## config.mk

```make
export PLATFORM = sky130hd
export DESIGN_NAME = sport_status
export DESIGN_NICKNAME = d
export VERILOG_FILES = /design/src/rtl/sps_pkg.sv /design/src/rtl/sps_tx_flags.sv /design/src/rtl/sps_rx_queue.sv /design/src/rtl/sps_wake.sv /design/src/rtl/sport_status.sv
export SDC_FILE = /design/constraint.sdc
export NUM_CORES = 1
export LEC_CHECK = 0
export BUFFER_PORTS_ARGS = -buffer_cell sky130_fd_sc_hd__buf_4
export CAP_MARGIN = 40
export CORE_UTILIZATION = 25
export DETAILED_ROUTE_END_ITERATION = 7
export MAX_ROUTING_LAYER = met4
export SYNTH_ARGS = -nofsm -noshare
export SYNTH_HDL_FRONTEND = slang
export SYNTH_HIERARCHICAL = 1
export SYNTH_SLANG_ARGS = --single-unit
```

## constraint.sdc

```tcl
create_clock -name clk -period 2.4 [get_ports clk]
set_clock_uncertainty 0.2 [all_clocks]
set_input_delay 0.48 -clock clk [delete_from_list [all_inputs] [get_ports clk]]
set_output_delay 0.48 -clock clk [all_outputs]
set_load 0.02 [all_outputs]
```

## src/rtl/sps_pkg.sv

```systemverilog
// Shared definitions for the serial port status unit.
// Holds the bit positions of the status word and the per-character error record.
package sps_pkg;
    localparam int BIT_DRE  = 7;
    localparam int BIT_TXC  = 6;
    localparam int BIT_RXC  = 5;
    localparam int BIT_WAKE = 4;
    localparam int BIT_SRST = 3;
    localparam int BIT_OVR  = 2;
    localparam int BIT_FE   = 1;
    localparam int BIT_PE   = 0;
    localparam logic [7:0] STATUS_RST = 8'h80;

    typedef struct packed {
        logic fe;
        logic pe;
    } rx_err_t;
endpackage

```

## src/rtl/sps_tx_flags.sv

```systemverilog
// Transmit-side flags: buffer empty and transmit complete.
// Assumes every input is a single-cycle strobe. clr is the soft reset from the top.
module sps_tx_flags (
    input  logic clk,
    input  logic rst_n,
    input  logic clr,
    input  logic tx_wr,
    input  logic tx_load,
    input  logic tx_done,
    input  logic txc_ack,
    input  logic txc_wclr,
    output logic dre,
    output logic txc
);
    logic dre_q, txc_q, txc_set;

    // Complete only when the shifter is done and nothing waits in the buffer.
    assign txc_set = tx_done && dre_q && !tx_wr;

    // Buffer occupancy: a write beats a load in the same cycle.
    always_ff @(posedge clk) begin
        if (!rst_n || clr)  dre_q <= 1'b1;
        else if (tx_wr)     dre_q <= 1'b0;
        else if (tx_load)   dre_q <= 1'b1;
    end

    // Transmit-complete: a set wins over an acknowledge or a write-clear.
    always_ff @(posedge clk) begin
        if (!rst_n || clr)              txc_q <= 1'b0;
        else if (txc_set)               txc_q <= 1'b1;
        else if (txc_ack || txc_wclr)   txc_q <= 1'b0;
    end

    assign dre = dre_q;
    assign txc = txc_q;

    p_dre_write_r2: assert property (@(posedge clk) disable iff (!rst_n)
        (tx_wr && !clr) |=> !dre_q);
    p_txc_ack_r3: assert property (@(posedge clk) disable iff (!rst_n)
        (txc_ack && !txc_set && !clr) |=> !txc_q);
endmodule

```

## src/rtl/sps_rx_queue.sv

```systemverilog
// Receive-side occupancy and error tracking.
// Keeps one error record for each unread character, oldest first.
// Assumes rd means the CPU read the receive data register this cycle.
module sps_rx_queue
    import sps_pkg::*;
#(
    parameter int DEPTH = 2
) (
    input  logic clk,
    input  logic rst_n,
    input  logic clr,
    input  logic arrive,
    input  logic arr_fe,
    input  logic arr_pe,
    input  logic rd,
    output logic rxc,
    output logic ovr,
    output logic fe,
    output logic pe
);
    localparam int CNT_W = $clog2(DEPTH + 1);
    localparam logic [CNT_W-1:0] CNT_FULL = CNT_W'(DEPTH);

    logic [CNT_W-1:0] cnt_q, cnt_d, wr_idx;
    rx_err_t ent_q [DEPTH];
    rx_err_t ent_d [DEPTH];
    logic ovr_q, ovr_d, pop, push, full;

    assign full   = (cnt_q == CNT_FULL);
    assign pop    = rd && (cnt_q != '0);
    assign push   = arrive && (!full || pop);
    assign wr_idx = cnt_q - (pop ? CNT_W'(1) : CNT_W'(0));

    // Next queue contents: shift on pop, then place the new record at the tail.
    always_comb begin
        for (int i = 0; i < DEPTH; i++) ent_d[i] = ent_q[i];
        if (pop) begin
            for (int i = 0; i < DEPTH - 1; i++) ent_d[i] = ent_q[i + 1];
            ent_d[DEPTH-1] = '0;
        end
        for (int i = 0; i < DEPTH; i++)
            if (push && wr_idx == CNT_W'(i)) ent_d[i] = '{fe: arr_fe, pe: arr_pe};
    end

    // Next occupancy and overrun state.
    always_comb begin
        cnt_d = cnt_q + (push ? CNT_W'(1) : CNT_W'(0)) - (pop ? CNT_W'(1) : CNT_W'(0));
        if (arrive && full && !pop) ovr_d = 1'b1;
        else if (rd)                ovr_d = 1'b0;
        else                        ovr_d = ovr_q;
    end

    // State registers: cleared by reset or by the soft reset.
    always_ff @(posedge clk) begin
        if (!rst_n || clr) begin
            cnt_q <= '0;
            ovr_q <= 1'b0;
            for (int i = 0; i < DEPTH; i++) ent_q[i] <= '0;
        end else begin
            cnt_q <= cnt_d;
            ovr_q <= ovr_d;
            for (int i = 0; i < DEPTH; i++) ent_q[i] <= ent_d[i];
        end
    end

    assign rxc = (cnt_q != '0);
    assign ovr = ovr_q;
    assign fe  = rxc && ent_q[0].fe;
    assign pe  = rxc && ent_q[0].pe;

    p_ovr_needs_full_r7: assert property (@(posedge clk) disable iff (!rst_n)
        $rose(ovr_q) |-> ($past(cnt_q) == CNT_FULL && $past(arrive)));
    p_last_read_empties_r4: assert property (@(posedge clk) disable iff (!rst_n)
        (rd && !arrive && cnt_q == CNT_W'(1)) |=> !rxc);
    p_count_bound_r4: assert property (@(posedge clk) disable iff (!rst_n)
        cnt_q <= CNT_FULL);
endmodule

```

## src/rtl/sps_wake.sv

```systemverilog
// Stop-mode wake detector.
// Synchronizes the raw receive pin and sets a sticky flag on a low level
// in asynchronous stop mode. Assumes the idle line level is high.
module sps_wake #(
    parameter int SYNC_STAGES = 2
) (
    input  logic clk,
    input  logic rst_n,
    input  logic clr,
    input  logic pin,
    input  logic uart_mode,
    input  logic stop_mode,
    input  logic wclr,
    output logic wake
);
    logic [SYNC_STAGES-1:0] sync_q;
    logic wake_q, wake_set;

    generate
        if (SYNC_STAGES == 1) begin : g_one
            // Single-stage capture of the pin.
            always_ff @(posedge clk) begin
                if (!rst_n || clr) sync_q <= '1;
                else               sync_q <= pin;
            end
        end else begin : g_chain
            // Multi-stage synchronizer chain, newest sample in bit 0.
            always_ff @(posedge clk) begin
                if (!rst_n || clr) sync_q <= '1;
                else               sync_q <= {sync_q[SYNC_STAGES-2:0], pin};
            end
        end
    endgenerate

    assign wake_set = uart_mode && stop_mode && !sync_q[SYNC_STAGES-1];

    // Sticky wake flag: only a software write-clear drops it, and a set wins.
    always_ff @(posedge clk) begin
        if (!rst_n || clr) wake_q <= 1'b0;
        else if (wake_set) wake_q <= 1'b1;
        else if (wclr)     wake_q <= 1'b0;
    end

    assign wake = wake_q;

    p_wake_mode_r5: assert property (@(posedge clk) disable iff (!rst_n)
        $rose(wake_q) |-> $past(uart_mode && stop_mode));
endmodule

```

## src/rtl/sport_status.sv

```systemverilog
// Serial port status flag unit, top level.
// Decodes writes to the status word, issues the soft reset, assembles the
// status word and gates the interrupt requests. All event inputs are
// single-cycle strobes from the serial datapaths.
module sport_status
    import sps_pkg::*;
#(
    parameter int RX_DEPTH    = 2,
    parameter int SYNC_STAGES = 2
) (
    input  logic       clk,
    input  logic       rst_n,
    input  logic       reg_wr,
    input  logic [7:0] reg_wdata,
    output logic [7:0] status,
    input  logic       tx_buf_wr,
    input  logic       tx_buf_load,
    input  logic       tx_shift_done,
    input  logic       txc_ack,
    input  logic       rx_buf_rd,
    input  logic       rx_frame_done,
    input  logic       rx_frame_err,
    input  logic       rx_parity_err,
    input  logic       uart_mode,
    input  logic       parity_en,
    input  logic       stop_mode,
    input  logic       rx_pin,
    input  logic       en_dre,
    input  logic       en_txc,
    input  logic       en_rxc,
    input  logic       en_wake,
    output logic       irq_dre,
    output logic       irq_txc,
    output logic       irq_rxc,
    output logic       irq_wake,
    output logic       unit_rst
);
    logic srst_req, srst_q, plain_wr;
    logic dre, txc, rxc, wake, ovr, fe, pe;

    assign srst_req = reg_wr && reg_wdata[BIT_SRST];
    assign plain_wr = reg_wr && !reg_wdata[BIT_SRST];

    // One-cycle reset pulse that follows a soft-reset write.
    always_ff @(posedge clk) begin
        if (!rst_n) srst_q <= 1'b0;
        else        srst_q <= srst_req;
    end

    sps_tx_flags u_tx (
        .clk      (clk),
        .rst_n    (rst_n),
        .clr      (srst_req),
        .tx_wr    (tx_buf_wr),
        .tx_load  (tx_buf_load),
        .tx_done  (tx_shift_done),
        .txc_ack  (txc_ack),
        .txc_wclr (plain_wr && !reg_wdata[BIT_TXC]),
        .dre      (dre),
        .txc      (txc)
    );

    sps_rx_queue #(.DEPTH(RX_DEPTH)) u_rx (
        .clk    (clk),
        .rst_n  (rst_n),
        .clr    (srst_req),
        .arrive (rx_frame_done),
        .arr_fe (rx_frame_err && uart_mode),
        .arr_pe (rx_parity_err && uart_mode && parity_en),
        .rd     (rx_buf_rd),
        .rxc    (rxc),
        .ovr    (ovr),
        .fe     (fe),
        .pe     (pe)
    );

    sps_wake #(.SYNC_STAGES(SYNC_STAGES)) u_wake (
        .clk       (clk),
        .rst_n     (rst_n),
        .clr       (srst_req),
        .pin       (rx_pin),
        .uart_mode (uart_mode),
        .stop_mode (stop_mode),
        .wclr      (plain_wr && !reg_wdata[BIT_WAKE]),
        .wake      (wake)
    );

    // Status word assembly; the soft-reset bit always reads 0.
    always_comb begin
        status           = '0;
        status[BIT_DRE]  = dre;
        status[BIT_TXC]  = txc;
        status[BIT_RXC]  = rxc;
        status[BIT_WAKE] = wake;
        status[BIT_OVR]  = ovr;
        status[BIT_FE]   = fe;
        status[BIT_PE]   = pe;
    end

    assign irq_dre  = dre  && en_dre;
    assign irq_txc  = txc  && en_txc;
    assign irq_rxc  = rxc  && en_rxc;
    assign irq_wake = wake && en_wake;
    assign unit_rst = srst_q;

    p_srst_status_r6: assert property (@(posedge clk) disable iff (!rst_n)
        unit_rst |-> (status == STATUS_RST));
    p_srst_pulse_r6: assert property (@(posedge clk) disable iff (!rst_n)
        (unit_rst && !srst_req) |=> !unit_rst);
endmodule

```

; Word-level counts from Yosys, hierarchy flattened
; Memories as Yosys holds them, arrays and structs flattened.
; Index checks and enable logic that the tools add are counted.
[op_classes]
eq_ne = 2
n_bitwise = 2
n_mux = 18
shift = 0
n_mul = 0
add_sub_neg = 3
n_div = 0
n_reduce_logical = 40
order_cmp = 0
[op_table]
columns = op, n
row1 = logical AND 1 bit, 23
row2 = 2-to-1 mux 1 bit, 13
row3 = nonzero test 2 bit, 5
row4 = logical NOT 1 bit, 8
row5 = 2-to-1 mux 2 bit, 4
row6 = 2-to-1 mux 4 bit, 1
row7 = logical OR 1 bit, 3
row8 = adder 2 bit, 1
row9 = == test 2 x 1 -> 1 bit (second input constant), 1
row10 = == test 2 bit (second input constant), 1
row11 = logical NOT 2 bit, 1
row12 = bitwise OR 1 bit, 2
row13 = subtractor 2 x 1 -> 2 bit, 1
row14 = subtractor 2 bit, 1
[totals]
wordCells = 73
ff_bits = 9
ram_bits = 4
latch_bits = 0
memories = 1
out_inout_bits = 13
inputBits = 27
mem_bits_ro = 0
[memory_table]
columns = memory, words, word_bits, read_ports, rd_clocked_by_memory_dff, wr, line_no
row1 = u_rx.ent_q, 2, 2, 2, 0, 2, sps_rx_queue.sv:25  ; rx_err_t ent_q [DEPTH];

; Logic depth before layout (Yosys ltp)
; Gate-level depths: netlist of the first run.
[logic_depth]
depth_word = 8
ltp_mapped = 9
ltp_nobuf = 9

; Modules after synthesis
; The synthesis of the first run kept the hierarchy.
[by_module_without_submodules]
columns = mod, n_inst, seq_area_each_um2, area_each_um2, cells_each
row1 = sps_rx_queue, 1, 140.1, 419.2, 48
row2 = sport_status, 1, 20.0, 151.4, 20
row3 = sps_wake, 1, 60.1, 105.1, 9
row4 = sps_tx_flags, 1, 40.0, 78.8, 8

; Least setup slack after synthesis of the first run
; No wires, ideal clock.
[synth_path]
path_kind = reg2reg
start = register u_rx.cnt_q[1]
end = register u_rx.cnt_q[1]
t_required_ns = 2.076
setup_ns = 0.124
path_buffers = 1
slack_ns = 0.614
path_stages_with_launch = 10
t_arrival_ns = 1.462
path_cell_list = dfxtp_1 > buf_2 > nand2_1 > o21ai_0 > ha_1 > inv_1 > ha_1 > xor2_1 > and2_1 > nor3_1
[synth_between]
elab_chain_cells = 7
elab_cells_between_ends = 10
[synth_lines]
columns = item, line_no
row1 = start: declaration, sps_rx_queue.sv:24  ; logic [CNT_W-1:0] cnt_q, cnt_d, wr_idx;
row2 = start signal: assignment, sps_rx_queue.sv:60  ; cnt_q <= cnt_d;
row3 = == test 2 bit / nonzero test 2 bit (equally long branches), "sps_rx_queue.sv:29, sps_rx_queue.sv:30"
row4 = logical NOT 1 bit / logical AND 1 bit (equally long branches), "sps_rx_queue.sv:31, sps_rx_queue.sv:30"
row5 = logical OR 1 bit, sps_rx_queue.sv:31  ; assign push = arrive && (!full || pop);
row6 = logical AND 1 bit, sps_rx_queue.sv:31
row7 = 2-to-1 mux 1 bit, sps_rx_queue.sv:47  ; cnt_d = cnt_q + (push ? CNT_W'(1) : CNT_W'(0)) - (pop ? CNT_W'(1) : CNT_W'(0));
row8 = adder 2 bit, sps_rx_queue.sv:47
row9 = subtractor 2 bit *, sps_rx_queue.sv:47
; Mark *: on every way between the ends. The rest lies on a longest branch, timed or not.
; A chain may end at the register's enable or synchronous reset.

; Worst setup path after layout of the first run
[layout_path]
start = register u_rx.cnt_q[1]
end = output status[1]
[layout_between]
elab_chain_cells = 2
[layout_lines]
columns = item, line_no
row1 = nonzero test 2 bit, sps_rx_queue.sv:66  ; assign rxc = (cnt_q != '0);
row2 = logical AND 1 bit, sps_rx_queue.sv:68  ; assign fe = rxc && ent_q[0].fe;
row3 = end: declaration, sport_status.sv:15  ; output logic [7:0] status,
; No other way between the ends.

==> results of run 1 <==
flip-flops by register name, indices dropped and copies added, names as in the netlist:
name / count
u_wake/wake: 1
u_tx/txc: 1
u_tx/dre: 1
u_rx/ent_q: 4
u_wake/sync_q: 2
u_rx/cnt_q: 2
unit_rst: 1
u_rx/ovr: 1
cell families after synthesis:
group	share of synthesized area, %
AO/OA/AOI/OAI	12.9
XOR/XNOR	1.16
adder cells (fa/ha/maj)	3.32
buffers and inverters	10.6
AND/OR/NAND/NOR	34.3
other	0.497
flip-flops	34.5
multiplexers	2.65
synth_stat cells, drive strengths merged:
library cell,n
mux2i,2
ha,2
nor3b,2
or2,5
and4b,2
conb,1
xor2,1
and2,9
dfxtp,13
a21oi,3
o21ai,3
nand3b,2
and2b,1
a41oi,2
a211oi,2
nor2b,3
o32ai,2
nor2,4
buf,9
and3,2
nand2,1
inv,4
nand2b,4
a21boi,1
a31oi,1
or3b,1
nor3,3
routing by layer:
metal	vias up	global-route usage [%]	wire length (um)
met4	0	6.27	14
met5	-	-	0
li1	346	-	-
met3	2	3.40	123
met2	33	15.6	632
met1	284	12.0	747
per-stage QoR:
stage / instance area [um^2] / setup WS (ns)
final: 1000 / 0.352
after global routing: 1000 / 0.260
after CTS: 1000 / 0.342
after detailed placement: 976 / 0.442
after global placement: 976 / 0.459
after floorplan: 754 / 0.614
final cells by class:
type / instances / area [um^2]
Timing Repair Buffer: 33 / 248
Tap cell: 31 / 38.8
Fill cell: 298 / 1800
Inverter: 4 / 15.0
Sequential cell: 13 / 260
Clock buffer: 4 / 26.3
Multi-Input combinational cell: 59 / 414
worst max-delay path: stages (launching register included):
cell and delay (ns):
dfxtp_1 0.43, or2_2 0.35, and2_1 0.16, buf_4 0.15
power groups by stage:
stage | Combinational, mW | Sequential (mW) | Clock, mW
after floorplan | 0.109 | 0.245 | 0
after global placement | 0.149 | 0.253 | 0
after detailed placement | 0.153 | 0.254 | 0
after CTS | 0.153 | 0.249 | 0.145
after global routing | 0.167 | 0.252 | 0.157
final | 0.151 | 0.249 | 0.138
cell usage in the layout, fill, tap and decap left out, drive strengths merged:
master and instances:
and4b 2, nor2 4, dfxtp 13, ha 2
and2 9, a31oi 1, conb 1, a211oi 2
nor3b 2, nor3 3, or3b 1, xor2 1
inv 4, nand3b 2, a21oi 3, o21ai 3
clkbuf 4, a21boi 1, nand2 1, buf 33
nand2b 4, and2b 1, and3 2, nor2b 3
a41oi 2, mux2i 2, or2 5, o32ai 2
worst min path at each step:
stage / slack [ns] / startpoint / cells after the start / endpoint
6_report: 0.18 / rx_pin / 2 / u_wake/sync_q[0]
5_1_grt: 0.18 / rx_pin / 2 / u_wake/sync_q[0]
4_1_cts: 0.18 / rx_pin / 2 / u_wake/sync_q[0]
3_5_place_dp: 0.21 / u_wake/sync_q[0] / 1 / u_wake/sync_q[1]
3_3_place_gp: 0.19 / u_wake/sync_q[0] / 1 / u_wake/sync_q[1]
2_1_floorplan: 0.19 / u_wake/sync_q[0] / 1 / u_wake/sync_q[1]
==> summary by stage, run 1 <==
CTS
Post-CTS repair changed the size of 0 cells. The clock passes through at most 2 buffers. After clock tree synthesis, the flow added hold-fix buffers numbering 0. The clock input transition at the sequential cells of the worst setup and hold paths is approximately 0.08 ns. CTS placed an instance of clkbuf_4 at the clock tree root. The number of buffers added by the clock tree synthesis step is 3.

CTS built an H-tree with a depth of 1. TritonCTS built the clock tree. Buffers added to address setup during post-CTS repair amount to 0. The later pin in the worst-skew pair is clocked with a latency of 0.27 ns. The sink count of the clock tree is 13.

Synth
The number of nets in the synthesized netlist is about 110. After synthesis, the mean cell area works out to between 8 and 9 um^2. Sorting the synthesized cells by area gives the leading types as dfxtp_1, buf_4, and2_1, ha_1, and4b_2. Summed over its instances, the top area cell type makes up between 30% and 40% of the synthesized netlist area. The dominant cell type by area after synthesis is dfxtp_1. In this run, distinct cell masters in the synthesized netlist total 34. The gate count of the mapped netlist is 85.

Yosys printed 6 warnings. The synthesized netlist occupies a cell area of roughly 750 um^2. The sequential element share of the synthesized area is between 30% and 40%. The post-synthesis sequential element count is 13.

STA
Setup repair after global routing left no endpoint under its margin. Hold timing on the final database bottoms out at a slack of roughly 0.18 ns. Timing would allow up to 0.488 GHz. The count of final hold-check violations is 0.

The final period utilization is 85.3%. The clock period minus worst slack is 2.05 ns. The max-slew violation total from the final report is 0. The setup total negative slack is 0 ns.

Setup violations remaining at the end of the flow were counted as 0.

Layout
Once layout is complete, the utilization of the core stands at between 30% and 40%. The final net count is about 140. Cells with a size suffix above 1 make up between 30 and 40% of the layout. The count of non-filler cells in the finished layout is 144. The diode insertion count for antenna repair is 0. Compared with the post-synthesis result, the final layout area differs by 32.8%.

Placed design
The detailed-placement wirelength estimate is about 1200 um. The number of port buffers is 33. The congestion estimate from routability-driven global placement came to 0.786. The placed cell count is 140.

Power and ir drop
The overall power is 0.538 mW. Power spread over the standard cell area amounts to roughly 540 mW/mm^2. The proportion of total power due to net switching is 30.6%.

Per report_power, the sequential group accounts for a little under half of the total. The internal power summed over all cells is 0.374 mW. The analysis attributes to cell leakage a power of ~0.47 nW. The share of total power in the clock network is around a quarter.

The worst-case IR drop observed on VDD is 0.000173 V. The part of the power in combinational logic is roughly 28%. Summed over all nets, the switching power comes to 0.165 mW.

Setup path
The worst register-to-register path has a setup slack of between 0.4 and 0.5 ns. Data on the critical path is required at its endpoint by roughly 1.7 ns. The nature of the critical path endpoint is an output port.

For the worst flop-to-flop path, the logic depth is 8. In this run the worst path has a maximum fanout of 13. The data arrival time of the critical path is ~1.4 ns.

In this run the worst setup path terminates at status[1]. The worst setup path is launched from a flip-flop. The endpoint of the lowest-slack register-to-register path is u_rx/cnt_q[1]. The critical register-to-register path startpoint is u_rx/cnt_q[1]. The type of the setup path with the least slack is flip-flop to output port.

The beginning of the critical path is u_rx/cnt_q[1].

Global routing
The number of global-route vias before repair is 581. The total routing resource utilization after global routing is between 10% and 20%. The total overflow left after global routing is 0. The first global-routing pass estimated ~2500 um of wire. The initial antenna violation count is 0. The largest net degree at the start of global routing is 14.

Floorplanning
The total area inside the core boundary comes to about 0.0028 mm^2. The overall die area is between 0.003 and 0.004 mm^2. The height of the chip is between 50 and 60 um. After floorplanning, the core was divided into 19 placement rows. In this run the count of I/O pins placed on the die edge is 40. The die is approximately 57 um wide. For this configuration, the core starts out at a cell density of between 20% and 30%.

Route
The starting DRC count in detailed routing is 13. The overall routed net length is approximately 1500 um. The post-route antenna net violation count is 0.

After detailed routing, the average wire length per cell comes to between 10 and 15 um. The total number of vias is ~670. In the routed layout, each cell is associated on average with a via count of approximately 4.6. The first detailed-routing pass took 6 iterations. For this run, design rule violations remaining after detail routing come to 7.

Hold path
The worst hold path belongs to the class input port to flip-flop.

Status
The flow ran to the end, but the final reports show violations. The final reports fail on design-rule violations.

Run
Max-cap violations in this run came to 0.
No activity file was read; power rests on OpenSTA's default activity.
==> run 2, diff against run 1 <==
--- a/config.mk
+++ b/config.mk
@@ -7,9 +7,10 @@
 export LEC_CHECK = 0
 export BUFFER_PORTS_ARGS = -buffer_cell sky130_fd_sc_hd__buf_4
 export CAP_MARGIN = 40
-export CORE_UTILIZATION = 25
+export CORE_UTILIZATION = 43
 export DETAILED_ROUTE_END_ITERATION = 7
 export MAX_ROUTING_LAYER = met4
+export PLACE_DENSITY = 0.77
 export SYNTH_ARGS = -nofsm -noshare
 export SYNTH_HDL_FRONTEND = slang
 export SYNTH_HIERARCHICAL = 1
==> summary by stage, run 2 (synthesis gave the netlist of run 1 again) <==
Floorplanning
The core box area is ~0.0016 mm^2. The die covers a little under 0.002 mm^2. The row count is 14.

The height of the chip is around 44 um. The number of primary I/O pins is 40. The initial utilization of the core area, before any placement, comes to between 40% and 50%. In this run the horizontal extent of the chip is between 40 and 50 um.

Hold path
The worst hold path begins at rx_pin. The worst hold path depth is 2. The worst hold path terminates at u_wake/sync_q[0]. The min-delay analysis places its worst path in the category input port to flip-flop.

Global routing
The met1 usage is 17.7%. The met2 capacity usage during global routing is 31.9%. After global routing, the most crowded layer is met2.

The largest net degree at the start of global routing is 14. The number of global-route vias before repair is between 600 and 700. Across every metal layer, demand over resource in global routing totals between 15 and 20%. The global-route wire length before repair is about 2400 um. The initial antenna violation count came to 0. The remaining global-route overflow is 0. For this run, global-route usage on met3 was measured as under 10%.

Layout
The register with the most flip-flops in the final layout is u_rx/ent_q. The diode insertion count for antenna repair is 0. The leading cell type in the layout, fill and taps excluded is buf_4. Relative to the synthesized area, the layout overhead comes to 30.3%. The final net count is between 100 and 150. The library cells used most frequently in the layout, excluding fill and tap cells, are buf_4, dfxtp_1, and2_1. The flip-flop count of the largest register after layout is 4. The largest registers in the layout are u_rx/ent_q x4, u_rx/cnt_q x2, u_wake/sync_q x2.

The share of cells above drive strength 1 is roughly 40%.

CTS
The total of cells resized after clock tree synthesis is 0. The count of hold buffers inserted by post-cts repair is 0. CTS built an H-tree with a depth of 1. The root buffer selected by CTS is clkbuf_4. The post-CTS repair timing setup buffer count is 0. The sink count of the clock tree is 13. The number of buffers on the longest clock path is 2. Counting the buffers created by CTS gives 3. After clock tree synthesis, the clock-pin slew on the worst setup and hold paths is 0.08 ns. The insertion delay of the later-clocked pin in the worst-skew pair is 0.28 ns. The CTS tree is done.

Power and ir drop
IR analysis of the VDD net gives a maximum drop of approximately 0.00033 V. The power per cell area is 550 mW/mm^2. Summing internal, switching and leakage power gives approximately 0.54 mW.

The analysis attributes to cell leakage a power of between 0.4 and 0.5 nW.

Route
The vias per cell is ~5.2. After the first detailed-routing iteration, the DRC count stood at 5. The routed length per instance is ~11 um. The total number of vias is approximately 680. The detailed-route DRC error count is 0. The overall routed net length is 1470 um. For this run, the detailed router's first-pass iteration total came to 5. The post-route antenna net violation count is 0.

STA
The final period utilization is a little under nine tenths. The count of final hold-check violations is 0. The max-slew violation total from the final report is 0. Adding up every negative setup slack in the final design gives 0 ns.

Setup repair after global routing left no endpoint under its margin. Setup violations remaining at the end of the flow were counted as 0. Derived from the worst setup path, the maximum achievable clock frequency is 0.487 GHz.

The final worst hold slack is around 0.17 ns. The clock period minus worst slack is 2.05 ns.

Placed design
After legalization and detailed placement, the total HPWL measured 1200 um. The final weighted congestion in routability-driven placement is 0.737. Buffers placed on the I/O ports in this run total 33.

Run
Across the run, the number of max-cap violations was 0.

Setup path
The largest single stage delay on the critical path is roughly 0.44 ns. Data on the critical path arrives at its endpoint at around 1.4 ns. Of all nets on the critical path, the largest fanout is 13. Traced cell by cell, the critical path runs through or2_2, and2_1, buf_4. The nature of the critical path endpoint is an output port.

The required time at the endpoint of the critical path is 1.72 ns. The register-to-register setup slack is approximately 0.43 ns. The critical register-to-register path startpoint is u_rx/cnt_q[1]. The slowest stage of the critical path belongs to the cell dfxtp_1. The depth of the worst register-to-register path is 8. STA classifies the critical path startpoint as a flip-flop.

The endpoint of the lowest-slack register-to-register path is u_rx/cnt_q[1]. The setup path with the least slack is of type flip-flop to output port.

Status
The run finished with clean final reports.
run 2: stage by stage:
step / instances / worst slack (ns) / util [%] / area (um^2)
final: 129 / 0.346 / 62.4 / 983
after global routing: 129 / 0.252 / 62.4 / 983
after CTS: 129 / 0.347 / 62.4 / 983
after detailed placement: 125 / 0.433 / 60.7 / 957
after global placement: 125 / 0.467 / 60.7 / 957
after floorplan: 85 / 0.614 / - / 754
run 2: routing by layer:
metal / part of all wire [%] / vias up
met5: 0 / -
met4: 0.95 / 0
met3: 6.2 / 2
met2: 50 / 27
met1: 43 / 303
li1: - / 343
run 2: power by group:
group	internal (mW)	switching (mW)	total (mW)
Sequential	0.229	0.0186	0.248
Combinational	0.0809	0.0724	0.153
Clock	0.0646	0.0751	0.140
Total	0.375	0.166	0.541
run 2: layout make-up:
| class | instances | area, um^2 |
|---|---|---|
| Clock buffer | 4 | 26.3 |
| Fill cell | 152 | 593 |
| Inverter | 4 | 15.0 |
| Multi-Input combinational cell | 59 | 414 |
| Timing Repair Buffer | 33 | 248 |
| Sequential cell | 13 | 260 |
| Tap cell | 16 | 20.0 |
run 2: how the worst max path moves through the flow:
stage          slack (ns)            end          start  depth (start not counted)
6_report             0.35      status[0]  u_rx/cnt_q[1]                          3
5_1_grt              0.25  u_rx/cnt_q[1]  u_rx/cnt_q[1]                          8
4_1_cts              0.35      status[0]  u_rx/cnt_q[1]                          3
3_5_place_dp         0.43  u_rx/cnt_q[1]      rx_buf_rd                          9
3_3_place_gp         0.47  u_rx/cnt_q[1]      rx_buf_rd                          9
2_1_floorplan        0.61  u_rx/cnt_q[1]  u_rx/cnt_q[1]                          9
run 2: worst max-delay path, delay by kind of cell (launching register included):
kind          cells  cell delay, ns
buf+inv           1            0.15
simple gates      2            0.51
flops             1            0.44
==> run 3, diff against run 2 <==
--- a/config.mk
+++ b/config.mk
@@ -7,6 +7,7 @@
 export LEC_CHECK = 0
 export BUFFER_PORTS_ARGS = -buffer_cell sky130_fd_sc_hd__buf_4
 export CAP_MARGIN = 40
+export CORE_MARGIN = 2
 export CORE_UTILIZATION = 43
 export DETAILED_ROUTE_END_ITERATION = 7
 export MAX_ROUTING_LAYER = met4
==> summary by stage, run 3 (synthesis gave the netlist of run 1 again) <==
Layout
The final net count is 143. The library cells used most frequently in the layout, excluding fill and tap cells, are buf_4, dfxtp_1, and2_1. The register with the highest flop count is u_rx/ent_q. The growth of design area from synthesis to finish is 30.5%. In the final layout, the share of cells above drive strength 1 is 39.8%. The area occupied by registers is around 260 um^2.

The multi-input combinational cell area is about 410 um^2. The diode insertion count for antenna repair is 0. The register with the most flip-flops in the layout has 4 of them. The library cell used most frequently in the layout, excluding fill and tap cells, is buf_4.

The cell area after layout is 985 um^2. The count of non-filler cells in the finished layout is 130. In the final layout, the registers with the most flip-flops are u_rx/ent_q x4, u_rx/cnt_q x2, u_wake/sync_q x2. The number of inserted filler cells in the final layout is between 150 and 200.

Power and ir drop
The worst-case IR drop observed on VDD is a little over 0.0003 V. The static leakage is between 0.4 and 0.5 nW. Dividing total power by cell area gives a power density of 541 mW/mm^2. After layout, the design draws a total of roughly 0.53 mW.

Setup path
The kind of launch point of the worst setup path is a flip-flop. At the worst endpoint, the arrival time is 1.36 ns. The nature of the critical path endpoint is an output port. The type of the setup path with the least slack is flip-flop to output port. The beginning of the critical path is u_rx/cnt_q[1]. The critical register-to-register path startpoint is u_rx/cnt_q[1]. Setup slack on the worst reg-to-reg path comes out at 0.41 ns. The required time at the endpoint of the critical path is 1.72 ns. The critical-path maximum fanout is 13.

For the worst flop-to-flop path, the logic depth is 8. In this run the critical register-to-register path is captured at u_rx/cnt_q[1].

STA
The count of final hold-check violations was 0. The max-slew violation total from the final report is 0. Setup slack on the critical path of the routed design comes to between 0.3 and 0.4 ns.

Setup violations remaining at the end of the flow were counted as 0. Summed over all failing endpoints, the final setup total negative slack is 0 ns. The clock period minus worst slack is between 2 and 2.5 ns.

The final period utilization is a little under nine tenths. Setup repair after global routing left no endpoint under its margin. The maximum clock frequency is ~0.49 GHz.

CTS
The H-tree depth is 1. The clock input transition at the sequential cells of the worst setup and hold paths is 0.08 ns. The number of buffers added by the clock tree synthesis step is 3.

The count of hold buffers inserted by post-cts repair is 0. Clock latency on the worst-skew pair, taken at its later pin, is between 0.2 and 0.3 ns. After clock tree synthesis, the repair step resized 0 gates.

The number of buffers on the longest clock path is 2. Once the clock tree was built, the setup fixing pass inserted 0 buffers. The tree is rooted in a clkbuf_4. TritonCTS built the clock tree. The sink count of the clock tree is 13.

Placed design
Including well taps, the total number of placed cells is between 100 and 150. The number of port buffers is 33. The cell area reported after detailed placement is 958 um^2. The detailed-placement wirelength estimate is between 1000 and 1500 um.

The final weighted congestion in routability-driven placement is roughly 0.74. Prior to clock tree synthesis, the placed netlist has a worst setup slack of 0.430 ns.

Floorplanning
The floorplan step defined a die boundary enclosing between 0.002 and 0.0025 mm^2. For this configuration, the core starts out at a cell density of 44.7%. The floorplan step set the die height to 45.9 um. In this run the core area contains 15 standard-cell rows.

Pin placement for this block handled 40 I/O pins. The core box area is 0.00169 mm^2. The chip width is about 46 um.

Global routing
The largest net degree at the start of global routing is 14. The remaining global-route overflow is 0. In the global route stage, overall resource usage came out at between 10% and 20%. The global-route wire length before repair is between 2000 and 2500 um.

The number of global-route vias before repair is 570. The initial antenna violation count is 0.

Hold path
The worst hold path depth is 2. The min-delay analysis places its worst path in the category input port to flip-flop. The startpoint of the tightest hold check path is rx_pin. The hold-critical path endpoint is u_wake/sync_q[0].

Route
For this block, the via count after detailed routing is 670. The starting DRC count in detailed routing is 9. The number of iterations in the first detailed-routing pass is 4.

The post-route antenna net violation count is 0. The routed design has roughly 1500 um of wire. The vias per cell is slightly above 5.

The routed length per instance is ~11 um. The detailed-route DRC error count is 0.

Run
Max-cap violations in this run came to 0.

Status
The run finished with clean final reports.
run 3: cell counts in the layout (fill, tap and decap cells not counted):
No cell type changed its count.
run 3: where the power goes:
group	internal [mW]	switching [mW]
logic	0.0806	0.0718
registers	0.229	0.0189
clock network	0.0642	0.0679
run 3: cell type report:
type | instances | area share (%)
inverters | 4 | 1.52
flip-flops and latches | 13 | 26.4
repair buffers | 33 | 25.2
multi-input cells | 59 | 42.1
clock buffers | 4 | 2.67
well taps | 17 | 2.16
run 3: worst max-delay path by stage:
stage / slack, ns / end / cells after the start
after CTS: 0.34 / status[0] / 3
after detailed placement: 0.43 / u_rx/cnt_q[1] / 8
after global routing: 0.30 / u_rx/cnt_q[1] / 8
after global placement: 0.47 / u_rx/cnt_q[1] / 9
final: 0.36 / status[0] / 3
after floorplan: 0.61 / u_rx/cnt_q[1] / 9
run 3: through the flow:
step	hold slack (ns)	utilization, %
2_1_floorplan	0.185	-
3_3_place_gp	0.192	56.7
3_5_place_dp	0.196	56.7
4_1_cts	0.185	58.3
5_1_grt	0.183	58.3
6_report	0.193	58.3
run 3: critical path, cell delays in order (launching register included):
cell     delay [ns]
dfxtp_1        0.43
or2_2          0.35
and2_1         0.16
buf_4          0.15
run 3: metal layers:
layer / wire, um / track usage (%)
met1: 596 / 16.8
met2: 736 / 25.3
met4: 6 / 6.86
met5: 0 / -
met3: 137 / 3.17
